File: config.mk
export PLATFORM = sky130hd
export DESIGN_NAME = seg_timebase
export DESIGN_NICKNAME = d
export VERILOG_FILES = /design/src/rtl/seg_timebase_pkg.sv /design/src/rtl/segtb_sync.sv /design/src/rtl/segtb_slice.sv /design/src/rtl/seg_timebase.sv
export SDC_FILE = /design/constraint.sdc
export NUM_CORES = 1
export LEC_CHECK = 0
export ABC_AREA = 1
export BUFFER_PORTS_ARGS = -buffer_cell sky130_fd_sc_hd__buf_2
export CAP_MARGIN = 20
export CORE_MARGIN = 2
export CORE_UTILIZATION = 50
export DETAILED_ROUTE_END_ITERATION = 8
export PLACE_DENSITY = 0.74
export SLEW_MARGIN = 15
export SYNTH_ARGS = -nofsm -noshare
export SYNTH_HDL_FRONTEND = slang
export SYNTH_SLANG_ARGS = --single-unit
File: constraint.sdc
create_clock -name clk_i -period 3.4 [get_ports clk_i]
set_clock_uncertainty 0.1 [all_clocks]
set_input_delay 0.34 -clock clk_i [delete_from_list [all_inputs] [get_ports clk_i]]
set_output_delay 0.34 -clock clk_i [all_outputs]
set_load 0.005 [all_outputs]
File: src/rtl/seg_timebase_pkg.sv
package seg_timebase_pkg;
  parameter int unsigned DEF_SEG_W    = 8;
  parameter int unsigned DEF_NUM_SEGS = 3;
  parameter int unsigned DEF_SYNC     = 2;
endpackage

File: src/rtl/segtb_sync.sv
module segtb_sync #(
  parameter int unsigned STAGES = 2
) (
  input  logic clk,
  input  logic rst,
  input  logic d_i,
  output logic q_o
);
  logic [STAGES-1:0] chain;

  always_ff @(posedge clk) begin
    if (rst) chain <= '0;
    else     chain <= {chain[STAGES-2:0], d_i};
  end

  assign q_o = chain[STAGES-1];
endmodule

File: src/rtl/segtb_slice.sv
module segtb_slice #(
  parameter int unsigned W = 8
) (
  input  logic         clk,
  input  logic         rst,
  input  logic         step_i,
  output logic [W-1:0] val_o,
  output logic         full_o
);
  localparam logic [W-1:0] NEAR_TOP = {{(W-1){1'b1}}, 1'b0};

  always_ff @(posedge clk) begin
    if (rst) begin
      val_o  <= '0;
      full_o <= 1'b0;
    end else if (step_i) begin
      val_o  <= val_o + 1'b1;
      // flag rises on the step into all-ones, drops on the step out of it
      full_o <= (val_o == NEAR_TOP);
    end
  end
endmodule

File: src/rtl/seg_timebase.sv
module seg_timebase
  import seg_timebase_pkg::*;
#(
  parameter int unsigned SEG_W       = DEF_SEG_W,
  parameter int unsigned NUM_SEGS    = DEF_NUM_SEGS,
  parameter int unsigned SYNC_STAGES = DEF_SYNC,
  localparam int unsigned CNT_W      = SEG_W * NUM_SEGS
) (
  input  logic             clk_i,
  input  logic             rst_i,
  input  logic             cnt_en_i,
  output logic [CNT_W-1:0] count_o,
  output logic             cnt_vld_o,
  output logic             wrap_o
);
  logic                en_s;
  logic [NUM_SEGS-1:0] seg_step;
  logic [NUM_SEGS-1:0] seg_full;
  logic [CNT_W-1:0]    cnt_w;

  segtb_sync #(.STAGES(SYNC_STAGES)) sync_i (
    .clk (clk_i),
    .rst (rst_i),
    .d_i (cnt_en_i),
    .q_o (en_s)
  );

  assign seg_step[0] = en_s;

  generate
    for (genvar g = 1; g < NUM_SEGS; g++) begin : g_step
      assign seg_step[g] = seg_step[g-1] & seg_full[g-1];
    end
    for (genvar g = 0; g < NUM_SEGS; g++) begin : g_seg
      segtb_slice #(.W(SEG_W)) slice_i (
        .clk    (clk_i),
        .rst    (rst_i),
        .step_i (seg_step[g]),
        .val_o  (cnt_w[g*SEG_W +: SEG_W]),
        .full_o (seg_full[g])
      );
    end
  endgenerate

  always_ff @(posedge clk_i) begin
    if (rst_i) begin
      cnt_vld_o <= 1'b0;
      wrap_o    <= 1'b0;
    end else begin
      cnt_vld_o <= en_s;
      wrap_o    <= en_s & (&seg_full);
    end
  end

  assign count_o = cnt_w;
endmodule

### After elaboration in Yosys (flattened, before gate mapping)

Index checks and enable logic that the tools add are counted.

| cells by class | value |
|---|---|
| add/sub/neg operators | 3 |
| $mul | 0 |
| divide/modulo/power cells | 0 |
| $lt $le $gt $ge | 0 |
| equal/unequal tests | 3 |
| shift operators | 0 |
| mux-type cells | 0 |
| bitwise logic cells | 3 |
| reductions and logical operators | 1 |

Operators with widths:

| cell | number |
|---|---|
| adder 8 x 1 -> 8 bit (second input constant) | 3 |
| equality test 8 bit (second input constant) | 3 |
| AND 1 bit | 3 |
| AND reduction 3 bit | 1 |

| storage, ports and cells | value |
|---|---|
| flip-flop bits (word level) | 31 |
| bits in latches | 0 |
| RAM bits | 0 |
| memory bits (read-only) | 0 |
| input port bits | 3 |
| output and inout bits | 26 |
| logic and storage cells | 19 |
| memories | 0 |

### Longest topological paths before layout

Gate-level depths: netlist of run 1.

| depth | value |
|---|---|
| word-level depth | 2 |
| depth in mapped cells | 7 |

### Cells and area by module

A second synthesis of run 1 with hierarchy kept.

| second synthesis, totals | value |
|---|---|
| cells, all modules | 191 |
| area, all modules | 1391.3 um^2 |

Modules (own cells, without submodules):

| module | times used | cells each | area each (um^2) |
|---|---|---|---|
| segtb_slice | 3 | 58 | 417.9 |
| seg_timebase | 1 | 11 | 82.6 |
| segtb_sync | 1 | 6 | 55.1 |

### Least setup slack after synthesis of run 1

No wires, ideal clock.

| path | value |
|---|---|
| path kind | reg-to-reg |
| start point | register g_seg[2].slice_i.val_o[1] |
| end point | register g_seg[2].slice_i.val_o[6] |
| library setup time | 0.115 ns |
| data arrival time | 0.954 ns |
| data required time | 3.185 ns |
| path slack | 2.231 ns |
| stages on the path, launching flop included | 7 |
| clock period less this slack | 1.169 ns |
| cells stage by stage | dfxtp_1 -> ha_1 -> nand3_1 -> nor2_4 -> nand3_1 -> nand2_1 -> nor2_1 |

| between the ends | value |
|---|---|
| longest elaborated chain between the ends | 1 |

RTL lines:

| element | RTL line | source |
|---|---|---|
| start, declared | segtb_slice.sv:7 | `output logic [W-1:0] val_o,` |
| start signal, assigned | segtb_slice.sv:17 | `val_o <= val_o + 1'b1;` |
| adder 8 x 1 -> 8 bit | segtb_slice.sv:17 |  |

No other way between the ends.
A chain may end at the register's enable or synchronous reset.

==> results of run 1 <==
[worst reg2reg max path, delay by kind of cell, from the launching register on]
family	cells	cell delay (ps)
buffers and inverters	1	30
flip-flops	1	650
AND/OR/NAND/NOR	5	680
[area by class of cell]
class | instances | area [µm²] | share of cell area
Clock buffer | 6 | 41.3 | 0.0250
Tap cell | 31 | 38.8 | 0.0235
Multi-Input combinational cell | 140 | 707 | 0.429
Inverter | 27 | 101 | 0.0615
Sequential cell | 31 | 621 | 0.376
Timing Repair Buffer | 28 | 140 | 0.0850
[placed cells by master (no fill, tap or decap)]
cell type,synthesis,final
o21a_1,1,1
ha_1,6,6
nand3_4,1,1
buf_2,3,28
inv_1,27,27
clkbuf_1,0,1
dfxtp_1,31,31
nor2_4,4,4
nand2_4,1,1
nand2_1,43,43
nand3b_1,1,1
o21ai_0,8,8
nor2_2,1,1
nor3_1,3,3
nand3_2,1,1
a21oi_1,16,16
clkbuf_4,0,5
nand2_2,1,1
a31oi_1,1,1
nand3_1,16,16
nor2_1,35,35
nand4_1,1,1
[kinds of logic (layout without fill, tap and decap cells)]
logic type                 count (synthesis)  count (layout)
and+or+nand+nor                          108             108
DFF                                       31              31
buffers and inverters                     31              61
AOI/OAI and AO/OA                         26              26
adders and majority gates                  6               6
[flip-flops by register name (all words and copies together), names as in the netlist]
signal,flops
g_seg.slice_i.full_o,3
cnt_vld_o,1
sync_i.chain,2
g_seg.slice_i.val_o,24
wrap_o,1
[metrics by stage]
stage	area [µm²]	cells
floorplan	1460	202
global placement	1610	257
detailed placement	1610	257
CTS	1650	263
global route	1650	263
finish	1650	263
[final timing paths]
| check | from | end | slack (ps) |
|---|---|---|---|
| setup reg to reg | sync_i.chain[1] | g_seg[0].slice_i.val_o[7] | 1880 |
| setup / recovery | sync_i.chain[1] | g_seg[0].slice_i.val_o[7] | 1880 |
| hold / removal | cnt_en_i | sync_i.chain[0] | 110 |
| hold reg to reg | sync_i.chain[0] | sync_i.chain[1] | 310 |
[layer usage]
metal	vias up	wire, µm	GRT usage
met5	-	0	0
met4	0	40	0.110
met3	5	160	0.0469
met2	28	1140	0.278
met1	556	1340	0.241
li1	703	-	-
[where the power goes]
| group | switching [mW] | internal (mW) | leakage, nW |
|---|---|---|---|
| Combinational | 0.0109 | 0.00657 | 0.500 |
| Clock | 0.119 | 0.0734 | 0.0242 |
| Sequential | 0.00369 | 0.365 | 0.250 |
==> results.md, run 1 <==
- Outcome: completed
- Global route overflow: 0
- Final Hold Viols: 0
- Detailed-route DRC error count: 0
- Synthesis Warnings: 0
- Top cell family by delay on the critical path: simple AND/OR/NAND/NOR gates
- Worst Max-Slew Pin Slew: 672 ps
- Sink Count: 31
- Die area: 3360 µm²
- Reg2Reg Depth: 6
- Syn Area/Cell: 7.20 µm²
- Initial Util: 0.528
- Cell Area, Synth: 1460 µm²
- Vias: 1292
- Setup TNS: 0 ps
- CTS Root Buffer Type: clkbuf_4
- WHS: 111 ps
- Area leader, netlist: dfxtp_1
- Largest cells by area after synthesis: dfxtp_1, nand2_1, nor2_1
- Critical Path End Type: flop
- Final wirelength: 2680 µm
- Post-synth EDFFs: 0
- VDD IR max: 0.287 mV
- Number of I/O pins: 29
- Async SR Flop Fraction: 0
- Power density over cell area: 351 nW/µm²
- Prevailing post-synth register cell: dfxtp_1
- Sequential cell area fraction in the yosys report: 0.426
- CP Cell Sequence: nand2_1 > nor2_1 > nand3_1 > nand2_1 > inv_1 > nor2_1
- Worst EP arrival: 1690 ps
- CP startpoint kind: flop
- Post-Synth Simple-Gate Area: 0.342
- Port bufs: 28
- Tmin final: 1520 ps
- Vias in the first global route: 1112
- Critical path type: flop to flop
- Post-synthesis mux area share: 0
- DRT Pass-1 Iters: 4
- Post-synthesis cell count: 202
- Synth cell types: 21
- Die Y-Extent: 57.9 µm
- CP max stage delay: 650 ps
- DR WL/cell: 10.2 µm
- CP required: 3570 ps
- Critical path fanouts, max: 13
- Row count: 19
- Post-Synth XOR/XNOR Area: 0
- Hold Crit Depth: 3
- Clock-pin slew on the worst setup and hold paths: 80 ps
- ANT nets after route: 0
- Total CTS buffers: 5
- Initial DRC Count: 40
- DP Worst Slack: 1790 ps
- Top-area cell type share of the netlist area: 0.426
- Yosys reg bits: 31
- Critical path buffers and inverters: 1
- RSZ-0062 raised after global routing: no
- Vias per inst: 4.91
- DP Wirelength: 1980 µm
- First-pass GRT wire length: 4710 µm
- CTS tree: built
- Core area: 2760 µm²
- Slowest CP cell: dfxtp_1
- P_leak: 0.775 nW
- Compound-Gate Fraction of Synth Area: 0.0920
- Main combinational cell family by area after synthesis: simple AND/OR/NAND/NOR gates
- Pin count of the biggest net entering global routing: 25
- Final nets: 242
- Period utilization: 0.447
- Area Overhead vs Synth: 13.3%
- GRT Util Overall: 0.185
- Post-CTS Hold Buffers: 0
- N_diodes: 0
- Relative slew slack: 0.552
- Initial antenna violation count: 0
- Setup ws final: 1880 ps
- H-tree Lvls: 2
- Highest clock rate: 658 MHz
- Levels on crit path: 6
- Filler cells: 269
- Gpl congestion: 0.839
- Leading cell types by count after synthesis: nand2_1, nor2_1, dfxtp_1, inv_1
- Max Slew Vio Count: 0
- Max cap viols: 0
- CTS resizes: 0
- Maximum root-to-sink buffer count: 2
- Post-Route Utilization: 0.598
- Die W: 57.9 µm
- Layout cells sized above 1: 0.181
- Worst-Skew Late Latency: 330 ps
- Post-Synth Adder-Cell Area: 0.0516
- Most common cell in the netlist: nand2_1
- Net Count, Synth: 211
- Min-delay worst type: input port to flop
- Final setup viols: 0
- Power Total: 0.579 mW
- Post-CTS setup buffer count: 0
No activity file was read; power rests on OpenSTA's default activity.
==> run 2: changes to the inputs <==
Clock period 3.4 ns to 1.53 ns, I/O delays scaled along.
==> results.md, run 2 (synthesis gave the netlist of run 1 again) <==
- Critical path type: input port to flop
- Area Overhead vs Synth: 16.9%
- Power Total: 1.28 mW (+120%)
- Most used cell, CP: dlygate4sd3_1
- Clock-pin slew on the worst setup and hold paths: 80 ps (about the same)
- Global Route met2 Usage: 0.276 (-0.00162)
- CP required: 1650 ps (-1920 ps)
- Initial antenna violation count: 0 (unchanged)
- Register Area: 621 µm² (unchanged)
- Pin count of the biggest net entering global routing: 12 (-52%)
- Hold Path Origin: sync_i.chain[0]
- Vias in the first global route: 1126 (+1.3%)
- Critical path fanouts, max: 8 (-5)
- Grt met3 use: 0.0692 (+0.0223)
- Vias: 1289 (-0.23%)
- Min-delay worst type: flop to flop
- First-pass GRT wire length: 4710 µm (-0.15%)
- P_leak: 0.804 nW (+3.7%)
- Commonest non-fill, non-tap cell in the layout: nand2_1
- Port bufs: 28 (unchanged)
- R2R Path Start: sync_i.chain[1]
- H-tree Lvls: 2 (unchanged)
- CTS resizes: 0 (unchanged)
- Die Y-Extent: 57.9 µm (unchanged)
- Clk pwr share: 0.321 (-0.011)
- DR WL/cell: 10.2 µm (-0.18%)
- Worst-Skew Late Latency: 330 ps (about the same)
- Busiest grt layer: met2
- Initial DRC Count: 39 (-2.5%)
- Detailed-route DRC error count: 0 (unchanged)
- Setup TNS: 0 ps (unchanged)
- Final Hold Viols: 0 (unchanged)
- Max Slew Vio Count: 0 (unchanged)
- Highest clock rate: 739 MHz
- Worst setup startpoint: rst_i
- CTS Root Buffer Type: clkbuf_4
- Layout Cells excl Fill: 269 (+2.3%)
- Critical Path End Type: flop
- Post-place instance area: 1630 µm² (+1.4%)
- RSZ-0062 raised after global routing: no
- Final setup viols: 0 (unchanged)
- Worst Max-Slew Pin Slew: 309 ps (-363 ps)
- Post-Route Utilization: 0.617 (+0.0191)
- Share of power burned in registers: 0.637 (about the same)
- CP Cell Sequence: dlygate4sd3_1 > buf_2 > nor2_1 > dlygate4sd3_1
- Maximum root-to-sink buffer count: 2 (unchanged)
- Comb power frac: 0.042 (+0.012)
- Die area: 3360 µm² (unchanged)
- Psw: 0.286 mW (+110%)
- Initial Util: 0.528 (unchanged)
- Global route overflow: 0 (unchanged)
- Relative slew slack: 0.794 (+0.242)
- GRT Util Overall: 0.184 (-0.00123)
- Tmin final: 1350 ps
- CP max stage delay: 550 ps (-100 ps)
- DP Wirelength: 1990 µm (+0.71%)
- Outcome: completed
- Power Internal: 0.999 mW (+120%)
- Power density over cell area: 755 nW/µm² (+120%)
- Gpl congestion: 0.762 (-9.2%)
- Placed Instances: 260 (+1.2%)
- Met1 GRT Util: 0.242 (+0.000680)
- Post-CTS setup buffer count: 0 (unchanged)
- Max cap viols: 0 (unchanged)
- Total CTS buffers: 5 (unchanged)
- Period utilization: 0.885
- Layout cells sized above 1: 0.189 (+0.00804)
- Final nets: 248 (+2.5%)
- Row count: 19 (unchanged)
- Final wirelength: 2730 µm (+2.1%)
- N_diodes: 0 (unchanged)
- Core area: 2760 µm² (unchanged)
- Vias per inst: 4.79 (-2.5%)
- Die W: 57.9 µm (unchanged)
- Sink Count: 31 (unchanged)
- Sw frac: 0.222 (-0.00825)
- Area of the multi-input gates: 707 µm² (unchanged)
- Filler cells: 268 (-0.37%)
- DRT Pass-1 Iters: 4 (unchanged)
- CTS tree: built
- Top Registers: g_seg.slice_i.val_o: 24 flops, g_seg.slice_i.full_o: 3 flops, sync_i.chain: 2 flops
- ANT nets after route: 0 (unchanged)
- CP startpoint kind: input port
- Number of I/O pins: 29 (unchanged)
- VDD IR max: 0.818 mV (+180%)
- Slowest CP cell: dlygate4sd3_1
- Worst EP arrival: 1470 ps (-220 ps)
- Commonest cells after routing, fill and taps aside: nand2_1, nor2_1, dfxtp_1
- Max FFs per register: 24 (unchanged)
- Fin area: 1700 µm² (+3.2%)
- Largest Register: g_seg.slice_i.val_o
==> run 2: cell count changes in the layout (fill, tap and decap cells not counted), sizes merged <==
cell	previous run	this run
dlygate4sd3	0	3
buf	28	31
==> run 2: final timing paths <==
check / end / slack [ps] / cells after the start
setup / recovery: sync_i.chain[0] / 180 / 4
hold / removal: sync_i.chain[1] / 310 / 2
setup reg to reg: g_seg[0].slice_i.val_o[7] / 200 / 6
hold reg to reg: sync_i.chain[1] / 310 / 2
==> run 2: cell type report <==
class | count | share of cell area
well taps | 31 | 0.0228
flip-flops and latches | 31 | 0.365
clock buffers | 6 | 0.0243
repair buffers | 34 | 0.113
inverters | 27 | 0.0596
multi-input cells | 140 | 0.415
==> run 2: metrics by stage <==
stage,setup slack [ps],hold WS (ps)
floorplan,361,160
global placement,241,258
detailed placement,212,261
CTS,190,308
global route,71.4,333
finish,176,307
==> run 2: repair_timing <==
item | 4_1_cts | 5_1_grt
hold buffers | 3 | 0
setup endpoints to repair | 0 | 0
hold endpoints to repair | 4 | 0
==> run 2: critical path: cells and delay by family <==
kind	cells	cell delay (ps)
simple gates	1	70
buf+inv	3	1260
==> run 2: power by group through the flow <==
stage	Clock, mW	Sequential (mW)	Combinational, mW
after global placement	0	0.838	0.0468
final	0.412	0.819	0.0536
after global routing	0.478	0.820	0.0614
after CTS	0.430	0.819	0.0538
after floorplan	0	0.836	0.0344
after detailed placement	0	0.838	0.0472
==> run 2: metal layers <==
metal,vias up,part of all wire
li1,714,-
met5,-,0
met4,0,0.018
met2,27,0.42
met1,541,0.51
met3,7,0.054
==> run 3: changes to the inputs <==
Settings changed: SYNTH_HIERARCHICAL set to 1.
==> results.md, run 3 <==
- Detailed-route DRC error count: 0 (unchanged)
- Initial DRC Count: 46 (+18%)
- Setup TNS: 0 ps (unchanged)
- DRT Pass-1 Iters: 4 (unchanged)
- Initial Util: 0.513 (-0.0143)
- Fin area: 1640 µm² (-3.7%)
- Area of the multi-input gates: 658 µm² (-6.9%)
- Pin count of the biggest net entering global routing: 11 (-1)
- Vias: 1236 (-4.1%)
- DP Wirelength: 1820 µm (-8.9%)
- Initial antenna violation count: 0 (unchanged)
- Tmin final: 1280 ps (-73.0 ps)
- Clock-pin slew on the worst setup and hold paths: 90 ps (about the same)
- Global route overflow: 0 (unchanged)
- Sink Count: 31 (unchanged)
- Max Slew Vio Count: 0 (unchanged)
- CP required: 1650 ps (about the same)
- Highest clock rate: 781 MHz (+5.7%)
- Worst Max-Slew Pin Slew: 235 ps (-74.0 ps)
- Commonest non-fill, non-tap cell in the layout: nand2_1
- Die Y-Extent: 56.8 µm (-2.1%)
- CTS tree: built
- Post-synth EDFFs: 0 (unchanged)
- Die W: 56.8 µm (-2.1%)
- Row count: 19 (unchanged)
- Layout cells sized above 1: 0.201 (+0.0118)
- Gpl congestion: 0.818 (+7.3%)
- Final setup viols: 0 (unchanged)
- Critical Path End Type: flop
- Number of I/O pins: 29 (unchanged)
- Maximum root-to-sink buffer count: 2 (unchanged)
- N_diodes: 0 (unchanged)
- Die area: 3220 µm² (-4.1%)
- CTS resizes: 0 (unchanged)
- Worst-Skew Late Latency: 320 ps (about the same)
- Final Hold Viols: 0 (unchanged)
- Sequential cell area fraction in the yosys report: 0.446 (+0.0196)
- Top-area cell type share of the netlist area: 0.446 (+0.0196)
- Synthesis Warnings: 6 (+6)
- CTS Root Buffer Type: clkbuf_4
- Power Total: 1.30 mW (+1.3%)
- Post-synthesis cell count: 191 (-5.4%)
- Largest cells by area after synthesis: dfxtp_1, nand2_1, a21oi_1
- Post-CTS setup buffer count: 0 (unchanged)
- Synth cell types: 13 (-38%)
- Async SR Flop Fraction: 0 (unchanged)
- Outcome: completed
- Period utilization: 0.837 (-0.0477)
- Syn Area/Cell: 7.28 µm² (+1.1%)
- GRT Util Overall: 0.169 (-0.0154)
- Critical path fanouts, max: 6 (-2)
- Total CTS buffers: 5 (unchanged)
- Port bufs: 28 (unchanged)
- Max FFs per register: 24 (unchanged)
- Max cap viols: 0 (unchanged)
- Critical path type: flop to flop
- Register Area: 621 µm² (unchanged)
- First-pass GRT wire length: 4280 µm (-9.1%)
- Core area: 2710 µm² (-1.7%)
- Commonest cells after routing, fill and taps aside: nand2_1, dfxtp_1, inv_1
- Area Overhead vs Synth: 17.7%
- Filler cells: 265 (-1.1%)
- Post-Route Utilization: 0.604 (-0.0127)
- Power density over cell area: 794 nW/µm² (+5.2%)
- ANT nets after route: 0 (unchanged)
- CP startpoint kind: flop
- Area leader, netlist: dfxtp_1
- Post-place instance area: 1580 µm² (-3.2%)
- DR WL/cell: 9.54 µm (-6.0%)
- Largest Register: g_seg.slice_i/val_o
- Setup ws final: 249 ps (+73.0 ps)
- DP Worst Slack: 264 ps (+51.6 ps)
- Leading cell types by count after synthesis: nand2_1, dfxtp_1, inv_1, a21oi_1, nor2_1
- Prevailing post-synth register cell: dfxtp_1
- Most common cell in the netlist: nand2_1
- Vias per inst: 4.75 (-0.79%)
- Yosys reg bits: 31 (unchanged)
- Top Registers: g_seg.slice_i/val_o: 24 flops, g_seg.slice_i/full_o: 3 flops, sync_i/chain: 2 flops
- RSZ-0062 raised after global routing: no
- Final wirelength: 2480 µm (-9.2%)
- Worst EP arrival: 1400 ps (-70 ps)
- Vias in the first global route: 1076 (-4.4%)
- Final nets: 237 (-4.4%)
- Net Count, Synth: 200 (-5.2%)
- Min-delay worst type: input port to flop
- Relative slew slack: 0.843 (+0.0494)
- Cell Area, Synth: 1390 µm² (-4.4%)
- VDD IR max: 0.560 mV (-32%)
- P_leak: 0.798 nW (-0.67%)
- H-tree Lvls: 2 (unchanged)
- Post-CTS Hold Buffers: 1 (-2)
==> run 3: changes by cell type in the layout (fill, tap and decap cells not counted), moves of 3 or more <==
cell / change
nand2_1: +4
nor2_1: -14
nand3_1: -10
o21ai_0: +4
nand3_2: +3
inv_1: +3
a21oi_1: +8
nor3_1: -3
==> run 3: cell families after synthesis <==
logic type | count (synthesis) | synth area share
AO/OA/AOI/OAI | 36 | 0.130
adder cells (fa/ha/maj) | 6 | 0.0540
buffers and inverters | 30 | 0.0809
flip-flops | 31 | 0.446
AND/OR/NAND/NOR | 88 | 0.290
==> run 3: layer usage <==
| metal | up-vias | part of all wire | GRT usage |
|---|---|---|---|
| met3 | 2 | 0.059 | 0.0622 |
| li1 | 676 | - | - |
| met5 | - | 0 | 0 |
| met2 | 29 | 0.42 | 0.262 |
| met1 | 529 | 0.51 | 0.210 |
| met4 | 0 | 0.0060 | 0.0698 |
==> run 3: area by class of cell <==
cell class	count	share of cell area
tap	31	0.0237
clock buffer	7	0.0275
sequential	31	0.379
clock inverter	1	0.00306
timing repair buffer	30	0.0963
inverter	30	0.0688
multi-input combinational	130	0.402
==> run 3: critical path, cell delays in order, from the launching register on <==
cell     delay [ps]
dfxtp_1         380
nand3_2          90
inv_1           150
nand2_1          90
nor2_1          170
nand3_1          90
nand2_1          60
nor2_1           40
==> run 3: power by group <==
group / switching [mW] / internal, mW / total (mW)
combinational: 0.0258 / 0.0158 / 0.0415
clock: 0.264 / 0.179 / 0.443
sequential: 0.00463 / 0.812 / 0.817
total: 0.295 / 1.01 / 1.30
==> run 3: final timing paths <==
path / start / end / slack (ps) / depth (start not counted)
hold reg to reg: sync_i/chain[0] / sync_i/chain[1] / 320 / 2
setup reg to reg: sync_i/chain[1] / g_seg[2].slice_i/val_o[6] / 250 / 7
setup / recovery: sync_i/chain[1] / g_seg[2].slice_i/val_o[6] / 250 / 7
hold / removal: rst_i / cnt_vld_o / 20 / 2
==> run 3: through the flow <==
stage / hold WS [ps] / std cells
floorplan: 122 / 191
finish: 20.7 / 260
global placement: 258 / 251
detailed placement: 259 / 251
CTS: 6.66 / 260
global route: 26.3 / 260
